`src/rtl/i2c_tgt_pkg.sv`:
```
package i2c_tgt_pkg;

  localparam int BYTE_W = 8;
  localparam int REG_W  = 32;
  localparam int CNT_W  = $clog2(BYTE_W) + 1;

  localparam logic SEL_DATA = 1'b0;
  localparam logic SEL_STAT = 1'b1;

  typedef enum logic [3:0] {
    ST_IDLE,
    ST_ADDR,
    ST_ADDR_ACK,
    ST_RX,
    ST_RX_ACK,
    ST_TX_WAIT,
    ST_TX,
    ST_TX_ACK,
    ST_IGNORE
  } tgt_state_t;

  function automatic logic [BYTE_W-1:0] shift_in(input logic [BYTE_W-1:0] cur,
                                                 input logic bit_in);
    return {cur[BYTE_W-2:0], bit_in};
  endfunction

  function automatic logic addr_hit(input logic [BYTE_W-1:0] addr_byte,
                                    input logic [6:0] own);
    return addr_byte[BYTE_W-1:1] == own;
  endfunction

  function automatic logic [REG_W-1:0] pack_status(input logic rx_pend,
                                                   input logic tx_pend,
                                                   input logic first_b);
    logic [REG_W-1:0] w;
    w    = '0;
    w[0] = rx_pend;
    w[1] = tx_pend;
    w[2] = first_b;
    return w;
  endfunction

endpackage

```
`src/rtl/i2c_tgt_sync.sv`:
```
module i2c_tgt_sync #(
  parameter int   STAGES  = 2,
  parameter logic RST_VAL = 1'b1
) (
  input  logic clk,
  input  logic rst_n,
  input  logic din,
  output logic dout
);

  logic [STAGES-1:0] ff;

  generate
    if (STAGES > 1) begin : g_chain
      always_ff @(posedge clk or negedge rst_n) begin
        if (!rst_n) ff <= {STAGES{RST_VAL}};
        else        ff <= {ff[STAGES-2:0], din};
      end
    end else begin : g_single
      always_ff @(posedge clk or negedge rst_n) begin
        if (!rst_n) ff <= {STAGES{RST_VAL}};
        else        ff <= din;
      end
    end
  endgenerate

  assign dout = ff[STAGES-1];

endmodule

```
`src/rtl/i2c_tgt_events.sv`:
```
module i2c_tgt_events (
  input  logic clk,
  input  logic rst_n,
  input  logic scl_s,
  input  logic sda_s,
  output logic start_ev,
  output logic stop_ev,
  output logic scl_rise,
  output logic scl_fall
);

  logic scl_q;
  logic sda_q;

  always_ff @(posedge clk or negedge rst_n) begin
    if (!rst_n) begin
      scl_q <= 1'b1;
      sda_q <= 1'b1;
    end else begin
      scl_q <= scl_s;
      sda_q <= sda_s;
    end
  end

  // SDA edges with SCL high in both samples are bus conditions
  assign start_ev = scl_s && scl_q &&  sda_q && !sda_s;
  assign stop_ev  = scl_s && scl_q && !sda_q &&  sda_s;
  assign scl_rise =  scl_s && !scl_q;
  assign scl_fall = !scl_s &&  scl_q;

endmodule

```
`src/rtl/i2c_tgt_engine.sv`:
```
module i2c_tgt_engine
  import i2c_tgt_pkg::*;
#(
  parameter logic [6:0] OWN_ADDR = 7'h2A
) (
  input  logic              clk,
  input  logic              rst_n,
  input  logic              sda_s,
  input  logic              start_ev,
  input  logic              stop_ev,
  input  logic              scl_rise,
  input  logic              scl_fall,
  input  logic              rreq,
  input  logic              treq,
  input  logic              tx_load,
  input  logic [BYTE_W-1:0] tx_byte,
  output logic              scl_oe,
  output logic              sda_oe,
  output logic              bus_clr,
  output logic              set_rx,
  output logic [BYTE_W-1:0] rx_byte,
  output logic              rx_first,
  output logic              set_tx
);

  localparam logic [CNT_W-1:0] CNT_FULL = CNT_W'(BYTE_W);
  localparam logic [CNT_W-1:0] CNT_LAST = CNT_W'(BYTE_W - 1);

  tgt_state_t        st;
  logic [CNT_W-1:0]  cnt;
  logic [BYTE_W-1:0] sh;
  logic              mack;
  logic              first_pend;

  assign bus_clr  = start_ev | stop_ev;
  assign rx_byte  = shift_in(sh, sda_s);
  assign rx_first = first_pend;
  assign set_rx   = (st == ST_RX) && scl_rise && (cnt == CNT_LAST);
  assign set_tx   = scl_fall &&
                    (((st == ST_ADDR_ACK) && sh[0]) || ((st == ST_TX_ACK) && mack));

  always_ff @(posedge clk or negedge rst_n) begin
    if (!rst_n) begin
      st         <= ST_IDLE;
      cnt        <= '0;
      sh         <= '0;
      mack       <= 1'b0;
      first_pend <= 1'b0;
    end else if (bus_clr) begin
      st         <= start_ev ? ST_ADDR : ST_IDLE;
      cnt        <= '0;
      first_pend <= 1'b0;
    end else begin
      case (st)
        ST_ADDR: begin
          if (scl_rise && cnt < CNT_FULL) begin
            sh  <= shift_in(sh, sda_s);
            cnt <= cnt + 1'b1;
          end else if (scl_fall && cnt == CNT_FULL) begin
            st <= addr_hit(sh, OWN_ADDR) ? ST_ADDR_ACK : ST_IGNORE;
          end
        end
        ST_ADDR_ACK: begin
          if (scl_fall) begin
            if (sh[0]) begin
              st <= ST_TX_WAIT;
            end else begin
              st         <= ST_RX;
              cnt        <= '0;
              first_pend <= 1'b1;
            end
          end
        end
        ST_RX: begin
          if (scl_rise && cnt < CNT_FULL) begin
            sh  <= shift_in(sh, sda_s);
            cnt <= cnt + 1'b1;
            if (cnt == CNT_LAST) first_pend <= 1'b0;
          end else if (scl_fall && cnt == CNT_FULL) begin
            st <= ST_RX_ACK;
          end
        end
        ST_RX_ACK: begin
          if (scl_fall) begin
            st  <= ST_RX;
            cnt <= '0;
          end
        end
        ST_TX_WAIT: begin
          if (tx_load) begin
            sh  <= tx_byte;
            cnt <= '0;
            st  <= ST_TX;
          end
        end
        ST_TX: begin
          if (scl_fall) begin
            if (cnt == CNT_LAST) begin
              st <= ST_TX_ACK;
            end else begin
              sh  <= {sh[BYTE_W-2:0], 1'b0};
              cnt <= cnt + 1'b1;
            end
          end
        end
        ST_TX_ACK: begin
          if (scl_rise) mack <= !sda_s;
          if (scl_fall) st <= mack ? ST_TX_WAIT : ST_IGNORE;
        end
        default: ;
      endcase
    end
  end

  assign sda_oe = (st == ST_ADDR_ACK) || (st == ST_RX_ACK) ||
                  ((st == ST_TX) && !sh[BYTE_W-1]);
  assign scl_oe = ((st == ST_RX_ACK) && rreq) || ((st == ST_TX_WAIT) && treq);

endmodule

```
`src/rtl/i2c_tgt_csr.sv`:
```
module i2c_tgt_csr
  import i2c_tgt_pkg::*;
(
  input  logic              clk,
  input  logic              rst_n,
  input  logic              bus_clr,
  input  logic              set_rx,
  input  logic [BYTE_W-1:0] rx_byte,
  input  logic              rx_first,
  input  logic              set_tx,
  input  logic              reg_sel,
  input  logic              reg_rd,
  input  logic              reg_wr,
  output logic              rreq,
  output logic              treq,
  output logic              fbr,
  output logic              rd_data,
  output logic              tx_load,
  output logic [REG_W-1:0]  reg_rdata
);

  logic [BYTE_W-1:0] rx_hold;

  assign rd_data = reg_rd && (reg_sel == SEL_DATA);
  assign tx_load = reg_wr && (reg_sel == SEL_DATA) && treq;

  always_ff @(posedge clk or negedge rst_n) begin
    if (!rst_n) begin
      rreq    <= 1'b0;
      treq    <= 1'b0;
      fbr     <= 1'b0;
      rx_hold <= '0;
    end else if (bus_clr) begin
      rreq <= 1'b0;
      treq <= 1'b0;
      fbr  <= 1'b0;
    end else begin
      if (set_rx) begin
        rreq    <= 1'b1;
        fbr     <= rx_first;
        rx_hold <= rx_byte;
      end else if (rd_data) begin
        rreq <= 1'b0;
        fbr  <= 1'b0;
      end
      if (set_tx)       treq <= 1'b1;
      else if (tx_load) treq <= 1'b0;
    end
  end

  assign reg_rdata = (reg_sel == SEL_STAT) ? pack_status(rreq, treq, fbr)
                                           : {{(REG_W-BYTE_W){1'b0}}, rx_hold};

endmodule

```
`src/rtl/i2c_tgt_stretch.sv`:
```
module i2c_tgt_stretch
  import i2c_tgt_pkg::*;
#(
  parameter logic [6:0] OWN_ADDR    = 7'h2A,
  parameter int         SYNC_STAGES = 2
) (
  input  logic              clk,
  input  logic              rst_n,
  input  logic              scl_i,
  input  logic              sda_i,
  output logic              scl_oe,
  output logic              sda_oe,
  input  logic              reg_sel,
  input  logic              reg_rd,
  input  logic              reg_wr,
  input  logic [BYTE_W-1:0] reg_wdata,
  output logic [REG_W-1:0]  reg_rdata
);

  logic              scl_s, sda_s;
  logic              start_ev, stop_ev, scl_rise, scl_fall;
  logic              bus_clr, set_rx, set_tx, rx_first;
  logic [BYTE_W-1:0] rx_byte;
  logic              rreq, treq, fbr, rd_data, tx_load;

  i2c_tgt_sync #(.STAGES(SYNC_STAGES), .RST_VAL(1'b1)) u_sync_scl (
    .clk(clk), .rst_n(rst_n), .din(scl_i), .dout(scl_s)
  );

  i2c_tgt_sync #(.STAGES(SYNC_STAGES), .RST_VAL(1'b1)) u_sync_sda (
    .clk(clk), .rst_n(rst_n), .din(sda_i), .dout(sda_s)
  );

  i2c_tgt_events u_events (
    .clk(clk), .rst_n(rst_n), .scl_s(scl_s), .sda_s(sda_s),
    .start_ev(start_ev), .stop_ev(stop_ev),
    .scl_rise(scl_rise), .scl_fall(scl_fall)
  );

  i2c_tgt_engine #(.OWN_ADDR(OWN_ADDR)) u_engine (
    .clk(clk), .rst_n(rst_n), .sda_s(sda_s),
    .start_ev(start_ev), .stop_ev(stop_ev),
    .scl_rise(scl_rise), .scl_fall(scl_fall),
    .rreq(rreq), .treq(treq), .tx_load(tx_load), .tx_byte(reg_wdata),
    .scl_oe(scl_oe), .sda_oe(sda_oe), .bus_clr(bus_clr),
    .set_rx(set_rx), .rx_byte(rx_byte), .rx_first(rx_first), .set_tx(set_tx)
  );

  i2c_tgt_csr u_csr (
    .clk(clk), .rst_n(rst_n), .bus_clr(bus_clr),
    .set_rx(set_rx), .rx_byte(rx_byte), .rx_first(rx_first), .set_tx(set_tx),
    .reg_sel(reg_sel), .reg_rd(reg_rd), .reg_wr(reg_wr),
    .rreq(rreq), .treq(treq), .fbr(fbr),
    .rd_data(rd_data), .tx_load(tx_load), .reg_rdata(reg_rdata)
  );

endmodule

```
`config.mk`:
```
export PLATFORM = sky130hd
export DESIGN_NAME = i2c_tgt_stretch
export DESIGN_NICKNAME = d
export VERILOG_FILES = /design/src/rtl/i2c_tgt_pkg.sv /design/src/rtl/i2c_tgt_sync.sv /design/src/rtl/i2c_tgt_events.sv /design/src/rtl/i2c_tgt_engine.sv /design/src/rtl/i2c_tgt_csr.sv /design/src/rtl/i2c_tgt_stretch.sv
export SDC_FILE = /design/constraint.sdc
export NUM_CORES = 1
export LEC_CHECK = 0
export ABC_AREA = 1
export BUFFER_PORTS_ARGS = -buffer_cell sky130_fd_sc_hd__clkbuf_2
export CAP_MARGIN = 20
export CORE_ASPECT_RATIO = 0.7
export CORE_MARGIN = 2
export CORE_UTILIZATION = 35
export CTS_BUF_LIST = sky130_fd_sc_hd__clkbuf_8
export DETAILED_ROUTE_END_ITERATION = 8
export PLACE_DENSITY = 0.62
export SLEW_MARGIN = 15
export SYNTH_ARGS = -nofsm -noshare
export SYNTH_HDL_FRONTEND = slang
export SYNTH_HIERARCHICAL = 1
export SYNTH_SLANG_ARGS = --single-unit
export TNS_END_PERCENT = 50
```
`constraint.sdc`:
```
create_clock -name clk -period 3.1 [get_ports clk]
set_input_delay 0.155 -clock clk [delete_from_list [all_inputs] [get_ports clk]]
set_output_delay 0.155 -clock clk [all_outputs]
set_load 0.005 [all_outputs]
```
==> results.md <==
Outcome:
- The run finished, with violations left.
- The checks that failed: hold timing.

Worst setup path:
- The critical path goes through nand2_1 > nor2_1 > nor2_4 > inv_2 > nor2_1 > nand2_1 > nand2_1 > nor2_2 > nand2_1 > nand2_1 > nand2_1.
- The delay of the slowest cell on the worst path is 0.55 ns.
- The startpoint kind of the worst setup timing path is a flip-flop.
- STA puts the critical path data arrival time at 2.28 ns.
- The depth of the worst register-to-register path is 11.
- The critical-path cell with the highest stage delay is dfstp_2.
- Along the worst path, the maximum fanout reaches 14.
- STA classifies the critical path endpoint as a flip-flop.
- The cell repeated most along the worst path is nand2_1.
- The path type of the worst setup path is reg -> reg.
- At the worst endpoint, the required time is 3.29 ns.

Die:
- The total area inside the core boundary comes to 0.00669 sq mm.
- The overall die area is 0.00753 sq mm.
- The initial core utilization is 35.8%.
- The number of placement rows is 25.
- The die extent in x is 103 um.
- The die is 73.2 um tall.
- 49 I/O pins were placed.

Synth:
- Synthesis produced 329 cells.
- The total number of yosys warnings is 6.
- After synthesis the cells add up to 0.00239 sq mm.
- The average cell area after synthesis is 7.28 sq um.

Worst hold path:
- The tightest min-delay check is of the in -> async type.

Detailed routing:
- The total DRC errors in the routed layout is 0.
- For this block, the via count after detailed routing is 2,009.
- For this run, the detailed router's first-pass iteration total came to 4.
- The first-iteration detailed-routing DRC count is 224.
- The remaining number of nets flagged by the antenna check after routing is 0.
- The wire length after detailed routing is 5.22 mm.
- The ratio of routed vias to standard cells is 4.52.
- The average wire per cell in the routed design is 11.8 um.

STA:
- The relative slew slack is 41.1%.
- The summed negative setup slack over all endpoints is 0 ns.
- The final period demand of the worst path is 2.09 ns.
- For this run, the top clock speed supported by timing is 479 MHz.
- The final-report hold violation count is 29.
- The transition time at the pin with the least slew margin is 0.884 ns.
- Setup repair after global routing left no endpoint under its margin.
- The final worst-path setup slack is 1.01 ns.
- The final hold slack is -0.0263 ns.
- The max-slew violation total from the final report came to 0.
- On the final layout, the worst clock skew is 0.00954 ns.
- The portion of the clock cycle consumed by the worst path in the final layout is 67.4%.
- The number of setup violations in the final report is 0.

Pwr:
- The static leakage is 0.00136 uW.
- Across the VDD grid, the largest voltage drop is 178 uV.
- Total power for the finished layout comes to 1080 uW.
- The ratio of total power to cell area is 420 mW/mm^2.

Clocking:
- After clock tree synthesis, the repair step resized 0 gates.
- The tree is rooted in a clkbuf_8.
- TritonCTS built the clock tree.
- In this run the post-CTS setup repair buffer count came out at 0.
- Clock tree synthesis found a total of 35 sinks.
- TritonCTS created 5 clock buffers.
- The total of hold buffers inserted after clock tree synthesis is 2.
- Clock-pin slew was measured on the worst setup and hold paths at 0.08 ns.
- The later-pin clock latency in the skew report is 0.29 ns.
- The H-tree depth is 2.
- In this run the deepest clock path goes through 2 buffers.

Global routing:
- The global router's overall resource usage is 15.3%.
- The first-pass GRT wire length is 8.90 mm.
- The overall overflow remaining after global route is 0.
- The number of antenna violations at the first check in global routing is 0.
- Entering global routing, the biggest net connects 36 pins.
- The number of global-route vias before repair is 1,863.

Final layout:
- The commonest non-fill, non-tap cell in the layout is nand2_1.
- The net count of the finished layout is 366.
- The top cell types in the final layout, fill and taps aside, are nand2_1, nor2_1, inv_1.
- From synthesis to final layout, the design area changed by 7.05%.
- 0 antenna diodes ended up in the layout.
- The final cell count without fillers is 444.
- The layout cell share with drive strength beyond 1 is 20.6%.

Place:
- The weighted congestion reported at the end of routability-driven placement is 0.933.
- The placed wire-length estimate after detailed placement is 4.06 mm.
- After detailed placement, the design holds a cell count of 434.
- During placement, the flow inserted port buffers numbering 24.
- The worst slack at placement is 1.03 ns.

Job:
- The max-cap check violation count is 0.
-- state kept, by name, summed over array words and instances, names as in the netlist --
| register | cells |
|---|---|
| u_engine/rx_first | 1 |
| u_csr/rreq | 1 |
| u_engine/st | 4 |
| u_sync_sda/ff | 2 |
| u_csr/rx_hold | 8 |
| u_csr/fbr | 1 |
| u_sync_scl/ff | 2 |
| u_csr/treq | 1 |
| u_engine/mack | 1 |
| u_engine/sh | 8 |
| u_engine/cnt | 4 |
| u_events/scl_q | 1 |
| u_events/sda_q | 1 |
-- final timing paths --
kind	endpoint	from	slack, ns
worst min register to register	u_sync_sda/ff[1]	u_sync_sda/ff[0]	0.36
worst max-delay path	u_engine/cnt[3]	u_sync_scl/ff[1]	1.01
max in group asynchronous	u_engine/sh[3]	rst_n	2.58
worst min-delay path	u_engine/cnt[1]	rst_n	-0.03
min in group clk	u_csr/treq	reg_wr	0.14
worst max register to register	u_engine/cnt[3]	u_sync_scl/ff[1]	1.01
-- area by class of cell --
class                      instances  area [sq um]
clock inverter                     1          3.75
timing repair buffer              26           140
tap                               94           118
sequential                        35           883
clock buffer                       7          96.3
inverter                          38           150
multi-input combinational        243          1170
fill                             725          4130
-- per-stage QoR --
step,cell area (sq um),utilization (%)
6_report,2560,38.3
5_1_grt,2560,38.3
4_1_cts,2560,38.3
3_5_place_dp,2440,36.5
3_3_place_gp,2440,36.5
2_1_floorplan,2480,-
-- metal layers --
| layer | part of all wire (%) | wire [um] | vias to the layer above | global-route usage, % |
|---|---|---|---|---|
| met5 | 0 | 0 | - | 0 |
| met4 | 0.48 | 25 | 0 | 1.75 |
| met3 | 10 | 531 | 2 | 5.56 |
| met2 | 38 | 1960 | 89 | 20.0 |
| met1 | 52 | 2700 | 899 | 24.2 |
| li1 | - | - | 1019 | - |
-- worst max-delay path, delay by kind of cell, from the launching register on --
| kind | cells | cell delay (ns) |
|---|---|---|
| DFF | 1 | 0.55 |
| and+or+nand+nor | 10 | 1.22 |
| buffers and inverters | 1 | 0.23 |
-- power breakdown --
part / switching [uW] / internal (uW)
clock: 167 / 200
combinational: 122 / 54.3
sequential: 42.9 / 492
total: 332 / 746
Note: power is estimated with default switching activity, not from simulation.
